--- config.mk ---
export PLATFORM = sky130hd
export DESIGN_NAME = nvm_write_guard
export DESIGN_NICKNAME = d
export VERILOG_FILES = /design/src/rtl/nvg_pkg.sv /design/src/rtl/nvg_unlock.sv /design/src/rtl/nvg_countdown.sv /design/src/rtl/nvm_write_guard.sv
export SDC_FILE = /design/constraint.sdc
export NUM_CORES = 1
export LEC_CHECK = 0
export ABC_AREA = 1
export BUFFER_PORTS_ARGS = -buffer_cell sky130_fd_sc_hd__buf_2
export CAP_MARGIN = 40
export CORE_MARGIN = 3
export CORE_UTILIZATION = 52
export CTS_CLUSTER_DIAMETER = 150
export DETAILED_ROUTE_END_ITERATION = 16
export PLACE_DENSITY = 0.79
export SLEW_MARGIN = 40
export SYNTH_ARGS = -nofsm -noshare
export SYNTH_HDL_FRONTEND = slang
export SYNTH_SLANG_ARGS = --single-unit
--- constraint.sdc ---
create_clock -name clk -period 1.9 [get_ports clk]
set_input_delay 0.38 -clock clk [delete_from_list [all_inputs] [get_ports clk]]
set_output_delay 0.38 -clock clk [all_outputs]
set_load 0.05 [all_outputs]
--- src/rtl/nvg_pkg.sv ---
package nvg_pkg;
   typedef enum logic [1:0] {
      SEL_ADDR = 2'd0,
      SEL_DATA = 2'd1,
      SEL_CTRL = 2'd2,
      SEL_KEY  = 2'd3
   } reg_sel_e;

   typedef enum logic [1:0] {
      UL_IDLE  = 2'd0,
      UL_HALF  = 2'd1,
      UL_ARMED = 2'd2
   } unlock_e;

   localparam int unsigned CB_START = 0;
   localparam int unsigned CB_READ  = 1;
   localparam int unsigned CB_WEN   = 2;
   localparam int unsigned CB_ERR   = 3;
   localparam int unsigned CB_CLR   = 4;

   localparam logic [7:0] KEY_FIRST  = 8'h55;
   localparam logic [7:0] KEY_SECOND = 8'hAA;
endpackage

--- src/rtl/nvg_unlock.sv ---
module nvg_unlock
   import nvg_pkg::*;
(
   input  logic       clk,
   input  logic       rst_n,
   input  logic       acc,
   input  logic       key_wr,
   input  logic [7:0] key_val,
   output logic       armed
);
   unlock_e state_q;

   always_ff @(posedge clk or negedge rst_n) begin
      if (!rst_n) begin
         state_q <= UL_IDLE;
      end else if (acc) begin
         if (key_wr && state_q == UL_IDLE && key_val == KEY_FIRST)
            state_q <= UL_HALF;
         else if (key_wr && state_q == UL_HALF && key_val == KEY_SECOND)
            state_q <= UL_ARMED;
         else
            state_q <= UL_IDLE;
      end
   end

   assign armed = (state_q == UL_ARMED);
endmodule

--- src/rtl/nvg_countdown.sv ---
module nvg_countdown #(
   parameter int unsigned CYCLES     = 8,
   parameter bit          START_FULL = 1'b0
) (
   input  logic clk,
   input  logic rst_n,
   input  logic load,
   output logic running,
   output logic expire
);
   generate
      if (CYCLES == 0) begin : g_none
         logic unused_inputs;
         assign unused_inputs = ^{clk, rst_n, load};
         assign running = 1'b0;
         assign expire  = 1'b0;
      end else begin : g_cnt
         localparam int unsigned CW = $clog2(CYCLES + 1);
         localparam logic [CW-1:0] FULL = CW'(CYCLES);
         logic [CW-1:0] cnt_q;
         logic          exp_q;

         always_ff @(posedge clk or negedge rst_n) begin
            if (!rst_n) begin
               cnt_q <= START_FULL ? FULL : '0;
               exp_q <= 1'b0;
            end else begin
               exp_q <= (cnt_q == CW'(1)) && !load;
               if (load)
                  cnt_q <= FULL;
               else if (cnt_q != '0)
                  cnt_q <= cnt_q - 1'b1;
            end
         end

         assign running = (cnt_q != '0);
         assign expire  = exp_q;
      end
   endgenerate
endmodule

--- src/rtl/nvm_write_guard.sv ---
module nvm_write_guard
   import nvg_pkg::*;
#(
   parameter int unsigned ADDR_W      = 8,
   parameter int unsigned DATA_W      = 8,
   parameter int unsigned WR_CYCLES   = 8,
   parameter int unsigned PWRT_CYCLES = 32
) (
   input  logic              clk,
   input  logic              rst_n,
   input  logic              bus_wr,
   input  logic              bus_rd,
   input  logic [1:0]        bus_sel,
   input  logic [DATA_W-1:0] bus_wdata,
   output logic [DATA_W-1:0] bus_rdata,
   input  logic              bus_ext,
   input  logic              code_prot,
   output logic [ADDR_W-1:0] arr_addr,
   output logic [DATA_W-1:0] arr_wdata,
   output logic              arr_we,
   input  logic [DATA_W-1:0] arr_rdata,
   output logic              wr_done
);
   generate
      if (DATA_W < 8) begin : g_bad_data_w
         $error("DATA_W must hold a key byte and the control bits");
      end
      if (ADDR_W > DATA_W) begin : g_bad_addr_w
         $error("ADDR_W must fit in one bus word");
      end
      if (WR_CYCLES < 1) begin : g_bad_wr_cycles
         $error("WR_CYCLES must be at least one cycle");
      end
   endgenerate

   logic              refused, acc_wr, acc_rd, ctrl_wr;
   logic              busy, pwrt_run, armed;
   logic              start_req, start_ok, start_bad, read_go;
   logic              pwrt_unused_done;
   logic [ADDR_W-1:0] addr_q;
   logic [DATA_W-1:0] data_q, ctrl_view;
   logic              wen_q, werr_q, we_q;

   assign refused = bus_ext && code_prot;
   assign acc_wr  = bus_wr && !refused;
   assign acc_rd  = bus_rd && !refused;
   assign ctrl_wr = acc_wr && (bus_sel == SEL_CTRL);

   nvg_unlock u_unlock (
      .clk     (clk),
      .rst_n   (rst_n),
      .acc     (acc_wr || acc_rd),
      .key_wr  (acc_wr && (bus_sel == SEL_KEY)),
      .key_val (bus_wdata[7:0]),
      .armed   (armed)
   );

   nvg_countdown #(.CYCLES(PWRT_CYCLES), .START_FULL(1'b1)) u_pwrt (
      .clk     (clk),
      .rst_n   (rst_n),
      .load    (1'b0),
      .running (pwrt_run),
      .expire  (pwrt_unused_done)
   );

   nvg_countdown #(.CYCLES(WR_CYCLES), .START_FULL(1'b0)) u_wtimer (
      .clk     (clk),
      .rst_n   (rst_n),
      .load    (start_ok),
      .running (busy),
      .expire  (wr_done)
   );

   assign start_req = ctrl_wr && bus_wdata[CB_START] && !busy;
   assign start_ok  = start_req && armed && bus_wdata[CB_WEN] && !pwrt_run;
   assign start_bad = start_req && !start_ok;
   assign read_go   = ctrl_wr && bus_wdata[CB_READ] && !busy;

   always_ff @(posedge clk or negedge rst_n) begin
      if (!rst_n) begin
         addr_q <= '0;
         data_q <= '0;
         wen_q  <= 1'b0;
         werr_q <= 1'b0;
         we_q   <= 1'b0;
      end else begin
         we_q <= start_ok;
         if (acc_wr && bus_sel == SEL_ADDR && !busy)
            addr_q <= bus_wdata[ADDR_W-1:0];
         if (acc_wr && bus_sel == SEL_DATA && !busy)
            data_q <= bus_wdata;
         else if (read_go)
            data_q <= arr_rdata;
         if (ctrl_wr)
            wen_q <= bus_wdata[CB_WEN];
         if (start_bad)
            werr_q <= 1'b1;
         else if (ctrl_wr && bus_wdata[CB_CLR])
            werr_q <= 1'b0;
      end
   end

   always_comb begin
      ctrl_view           = '0;
      ctrl_view[CB_START] = busy;
      ctrl_view[CB_WEN]   = wen_q;
      ctrl_view[CB_ERR]   = werr_q;
   end

   always_comb begin
      bus_rdata = '0;
      if (!refused) begin
         case (bus_sel)
            SEL_ADDR: bus_rdata[ADDR_W-1:0] = addr_q;
            SEL_DATA: bus_rdata = data_q;
            SEL_CTRL: bus_rdata = ctrl_view;
            default:  bus_rdata = '0;
         endcase
      end
   end

   assign arr_addr  = addr_q;
   assign arr_wdata = data_q;
   assign arr_we    = we_q;
endmodule

# Word level (Yosys, flattened, before mapping)
# Index checks and enable logic that the tools add are counted.
# word_totals
ff_bits	32
output_inout_bits	26
elab_cells	64
# classes
n_eq_ne	8
n_reduce_logical	35
n_mux	10
addsub	2
# op_table
cell	count
$mux 8	3
$pmux 8 s3	1
$logic_and 1x1->1	23
$eq 8x7->1 const B	1
$eq 8x8->1 const B	1
$mux 4	2
$eq 2x2->1 const B	3
$reduce_bool 2->1	3
$reduce_bool 6->1	1
$sub 6x1->6 const B	1
$eq 2x1->1 const B	2
$eq 4x1->1 const B	1
$logic_not 1->1	4
$logic_not 2->1	2
$mux 2	2
$reduce_bool 4->1	1
$sub 4x1->4 const B	1
$mux 1	2
$logic_or 1x1->1	1

# Depth between registers and ports, before layout
# logic_depth
word_depth	12
mapped_depth	8
ltp_nobuf	8

# Modules after synthesis
# Synthesis repeated with hierarchy kept, for this count alone.
# hier_totals
cells_unflattened	278
area_unflattened_um2	2023.2
# modules_own_cells
mod	cells_per_inst	instances	area_per_inst_um2
nvm_write_guard	161	1	1148.6
nvg_countdown (u_pwrt)	47	1	407.9
nvg_countdown (u_wtimer)	33	1	277.8
nvg_unlock	37	1	188.9

# Least setup slack after synthesis
# OpenSTA, ideal clock, no wires.
# synth_path
path_type	in2out
startpoint	in bus_sel[0]
endpoint	out bus_rdata[0]
cell_stages	4
t_arrival_ns	1.671
path_slack_ns	-0.151
path_cell_list	nor2_1 buf_4 nand2_1 a31oi_1
# synth_via
elab_chain_cells	3
word_cells_on_any_way	5
cone_classes	eq/ne: 2; mux: 2; reduce/logical: 1
# synth_lines
element	line	rtl
start, declared	nvm_write_guard.sv:13	input logic [1:0] bus_sel,
$eq 2x2->1 (tied with other cells)	nvm_write_guard.sv:113	case (bus_sel)
$pmux 8 s3 *	nvm_write_guard.sv:113	
$mux 8 *	nvm_write_guard.sv:112	if (!refused) begin
end, declared	nvm_write_guard.sv:15	output logic [DATA_W-1:0] bus_rdata,
# Mark *: on every way between the ends. The rest lies on a longest branch, timed or not.

# Final worst setup path
# layout_path
startpoint	reg u_wtimer.g_cnt.cnt_q[1]
endpoint	out bus_rdata[0]
# layout_via
elab_chain_cells	3
# layout_lines
element	line	rtl
start, declared	nvg_countdown.sv:20	logic [CW-1:0] cnt_q;
start signal, assigned	nvg_countdown.sv:25	cnt_q <= START_FULL ? FULL : '0;
start signal, assigned	nvg_countdown.sv:32	cnt_q <= cnt_q - 1'b1;
$reduce_bool 4->1	nvg_countdown.sv:36	assign running = (cnt_q != '0);
$pmux 8 s3	nvm_write_guard.sv:113	
$mux 8	nvm_write_guard.sv:112	
# No other way between the ends.

==> impl_metrics.env <==
export IMPL_antenna_found_initial=0
export IMPL_fin_crit_sh_pct=95.01
export IMPL_yosysSeqAreaShare_pct=43.05
export IMPL_synth_xor_area_share_pct=1.880
export IMPL_crit_family="flip-flops"
export IMPL_io_buffers=49
export IMPL_p_sw_share_pct=46.61
export IMPL_drt_iter0_markers=147
export IMPL_die_area_um2=4337
export IMPL_die_y_um=65.86
export IMPL_firstDrtPassIters=5
export IMPL_clkTransAtPathRegs_ns=0.11
export IMPL_synth_warnings=0
export IMPL_min_period_ns=1.805
export IMPL_synth_top_family_by_area="simple AND/OR/NAND/NOR gates"
export IMPL_maxSlewViolCount=0
export IMPL_num_io_pins=50
export IMPL_max_cap_viol_count=0
export IMPL_clockBufferDepth=2
export IMPL_syn_cell_area_um2=1863
export IMPL_setup_viol_count_final=0
export IMPL_startpoint="u_wtimer.g_cnt.cnt_q[1]$_DFFE_PN0P_"
export IMPL_arrival_ns=1.43
export IMPL_timing_rr_start="u_wtimer.g_cnt.cnt_q[0]$_DFFE_PN0P_"
export IMPL_clkPwrFrac_pct=17.5
export IMPL_tightestPinTransition_ns=0.7299
export IMPL_grt_total_usage_pct=22.56
export IMPL_power_frac_seq_pct=37.1
export IMPL_avgViaCountPerCell=5.189
export IMPL_fin_nets=320
export IMPL_finalClockSkew_ns=0.009784
export IMPL_crit_path_end="bus_rdata[0]"
export IMPL_fillCellCount=307
export IMPL_critical_path_required_ns=1.52
export IMPL_num_vias=1754
export IMPL_synthAdderAreaFrac_pct=3.358
export IMPL_h_tree_depth=2
export IMPL_internal_power_mw=1.272
export IMPL_avgRoutedWirePerCell_um=13.40
export IMPL_worst_setup_path_start_kind="register"
export IMPL_grt_overflow=0
export IMPL_hpwlAfterDp_um=3447
export IMPL_hold_buffers=0
export IMPL_path_depth=6
export IMPL_tns_ns=0
export IMPL_detail_route_antenna_nets=0
export IMPL_end_kind="output pin"
export IMPL_rsz0062_at_grt="no"
export IMPL_r2r_cells=8
export IMPL_critPathMaxStageDelay_ns=0.40
export IMPL_grt_pass1_vias=1639
export IMPL_worstPathMaxFanout=3
export IMPL_r2r_slack_ns=0.29
export IMPL_crit_type="reg2out"
export IMPL_hold_viol=0
export IMPL_cts_tree="yes"
export IMPL_ir_drop_uv=559.7
export IMPL_grt_first_pass_wirelength_um=7424
export IMPL_p_leak_nw=1.243
export IMPL_antennaDiodeCount=0
export IMPL_cts_root_buf="clkbuf_4"
export IMPL_post_place_cells=328
export IMPL_coreArea_um2=3390
export IMPL_synth_area_top_cells="dfrtp_1 (42%), nand2_1 (13%), nand3_1 (7.3%)"
export IMPL_layout_drive_gt1_share_pct=34.25
export IMPL_max_freq_mhz=554.0
export IMPL_instances_no_fill=338
export IMPL_outcome="complete, no violations"
export IMPL_synth_compound_gate_area_share_pct=7.790
export IMPL_synth_area_per_cell_um2=7.962
export IMPL_hold_slack_ns=0.09943
export IMPL_power_mw=2.383
export IMPL_min_path_type="in2async"
export IMPL_synth_top_area_share_pct=41.64
export IMPL_cts_buffers=5
export IMPL_clock_sinks=32
export IMPL_initial_core_util_pct=54.96
export IMPL_rows=21
export IMPL_power_per_cell_area_nw_per_um2=1048
export IMPL_grt_max_degree=33
export IMPL_cpMaxStageDelayCell="dfrtp_1"
export IMPL_p_sw_mw=1.111
export IMPL_ys_ff_latch=32
export IMPL_insertion_delay_ns=0.33
export IMPL_yosysTopAreaCell="dfrtp_1"
export IMPL_wirelength_um=4529
export IMPL_syn_num_nets=263
export IMPL_ys_types=28
export IMPL_synth_simple_area_share_pct=36.47
export IMPL_area_growth_pct=22.10
export IMPL_synth_area_mux_share_pct=0
export IMPL_drc=0
export IMPL_path_cells="inv_2 -> ha_4 -> nand2_4 -> nand2_1 -> a31oi_2 -> buf_6"
export IMPL_reg2reg_to="u_wtimer.g_cnt.cnt_q[0]$_DFFE_PN0P_"
export IMPL_combPwrFrac_pct=45.4
export IMPL_max_slew_margin_rel_pct=51.34
export IMPL_place_gp_congestion=0.8862
export IMPL_die_x_um=65.86
export IMPL_final_core_util_pct=67.11
export IMPL_path_buf_inv=2
export IMPL_netlist_instances=234
[worst min path at each step]
stage | start | to | cells after the start
3_3_place_gp | rst_n | arr_addr[5]$_DFFE_PN0P_ | 1
3_5_place_dp | rst_n | arr_addr[5]$_DFFE_PN0P_ | 1
5_1_grt | rst_n | werr_q$_DFFE_PN0P_ | 1
4_1_cts | rst_n | arr_addr[2]$_DFFE_PN0P_ | 1
2_1_floorplan | rst_n | arr_addr[0]$_DFFE_PN0P_ | 0
6_report | rst_n | arr_addr[5]$_DFFE_PN0P_ | 1
[cells by family after synthesis]
logic type	after synthesis
XOR/XNOR	4
AO/OA/AOI/OAI	23
AND/OR/NAND/NOR	138
adder cells (fa/ha/maj)	5
flip-flops	32
buffers and inverters	32
[metrics by stage]
step	worst slack, ns	cell area, um^2
finish	0.09479	2275
global route	0.01080	2275
CTS	0.03123	2261
detailed placement	0.1308	2176
global placement	0.1615	2176
floorplan	0.09918	1888
[cells in the mapped netlist]
cell type / instances
nand2_1: 65
dfrtp_1: 31
nand3_1: 27
inv_1: 26
nor2_1: 17
a21oi_1: 7
o21ai_2: 7
o21ai_0: 6
ha_1: 5
nand2_2: 5
nor3_1: 5
nand2_4: 4
nand4_1: 4
nor2_4: 4
nor2_2: 3
xor2_1: 3
buf_6: 2
inv_2: 2
nand3_2: 2
a31oi_1: 1
buf_4: 1
clkinv_1: 1
dfstp_2: 1
nor2_8: 1
o211ai_1: 1
o21ai_1: 1
or2_0: 1
xnor2_1: 1
[flip-flops by register name, indices dropped and copies added (netlist names), 2 cells and up]
signal                flops
arr_wdata                 8
u_wtimer.g_cnt.cnt_q      4
u_unlock.state_q          2
arr_addr                  8
u_pwrt.g_cnt.cnt_q        6
[layer usage]
metal / up-vias / routed length, um / track usage [%]
met2: 58 / 2119 / 36.17
met5: - / 0 / 0
li1: 863 / - / -
met3: 2 / 285 / 5.782
met4: 0 / 19 / 4.404
met1: 831 / 2105 / 30.92
[power groups by stage]
stage | clock (mW) | sequential (mW) | combinational, mW
2_1_floorplan | 0 | 1.15 | 0.558
3_3_place_gp | 0 | 0.891 | 1.02
3_5_place_dp | 0 | 0.893 | 1.04
4_1_cts | 0.417 | 0.879 | 1.08
5_1_grt | 0.450 | 0.897 | 1.18
6_report | 0.417 | 0.883 | 1.08
[worst register-to-register path: stages, from the launching register on]
cell and delay, ns:
dfrtp_1 0.41, inv_2 0.12, ha_4 0.16, nand2_4 0.05, buf_4 0.16, inv_2 0.21
nand3_2 0.17, nor2_4 0.18, nor2_1 0.05
[cell usage in the layout, fill, tap and decap left out, types with 3 or more instances in the layout]
master / instances
buf_4: 4
nor2_1: 17
inv_1: 23
a21oi_2: 5
clkbuf_4: 5
nor2_4: 4
nand3_1: 27
nand4_1: 4
nand2_4: 4
nor2_2: 3
nor3_1: 5
ha_1: 4
dfrtp_1: 31
nand2_2: 5
o21ai_2: 7
xor2_1: 3
inv_2: 4
o21ai_0: 6
nand2_1: 65
buf_2: 48
[area by class of cell]
class	instances	area, um^2	share of cell area [%]
well taps	46	57.56	2.530
flip-flops and latches	32	802.0	35.26
clock inverters	2	10.01	0.4400
multi-input cells	170	959.7	42.19
clock buffers	6	51.30	2.255
repair buffers	53	281.5	12.38
inverters	29	112.6	4.950
[timing repair]
action,CTS,global route
setup buffers,2,0
gates cloned,0,0
setup endpoints to repair,1,3
pin swaps,1,0
resized for setup,3,4
Note: power is estimated with default switching activity, not from simulation.
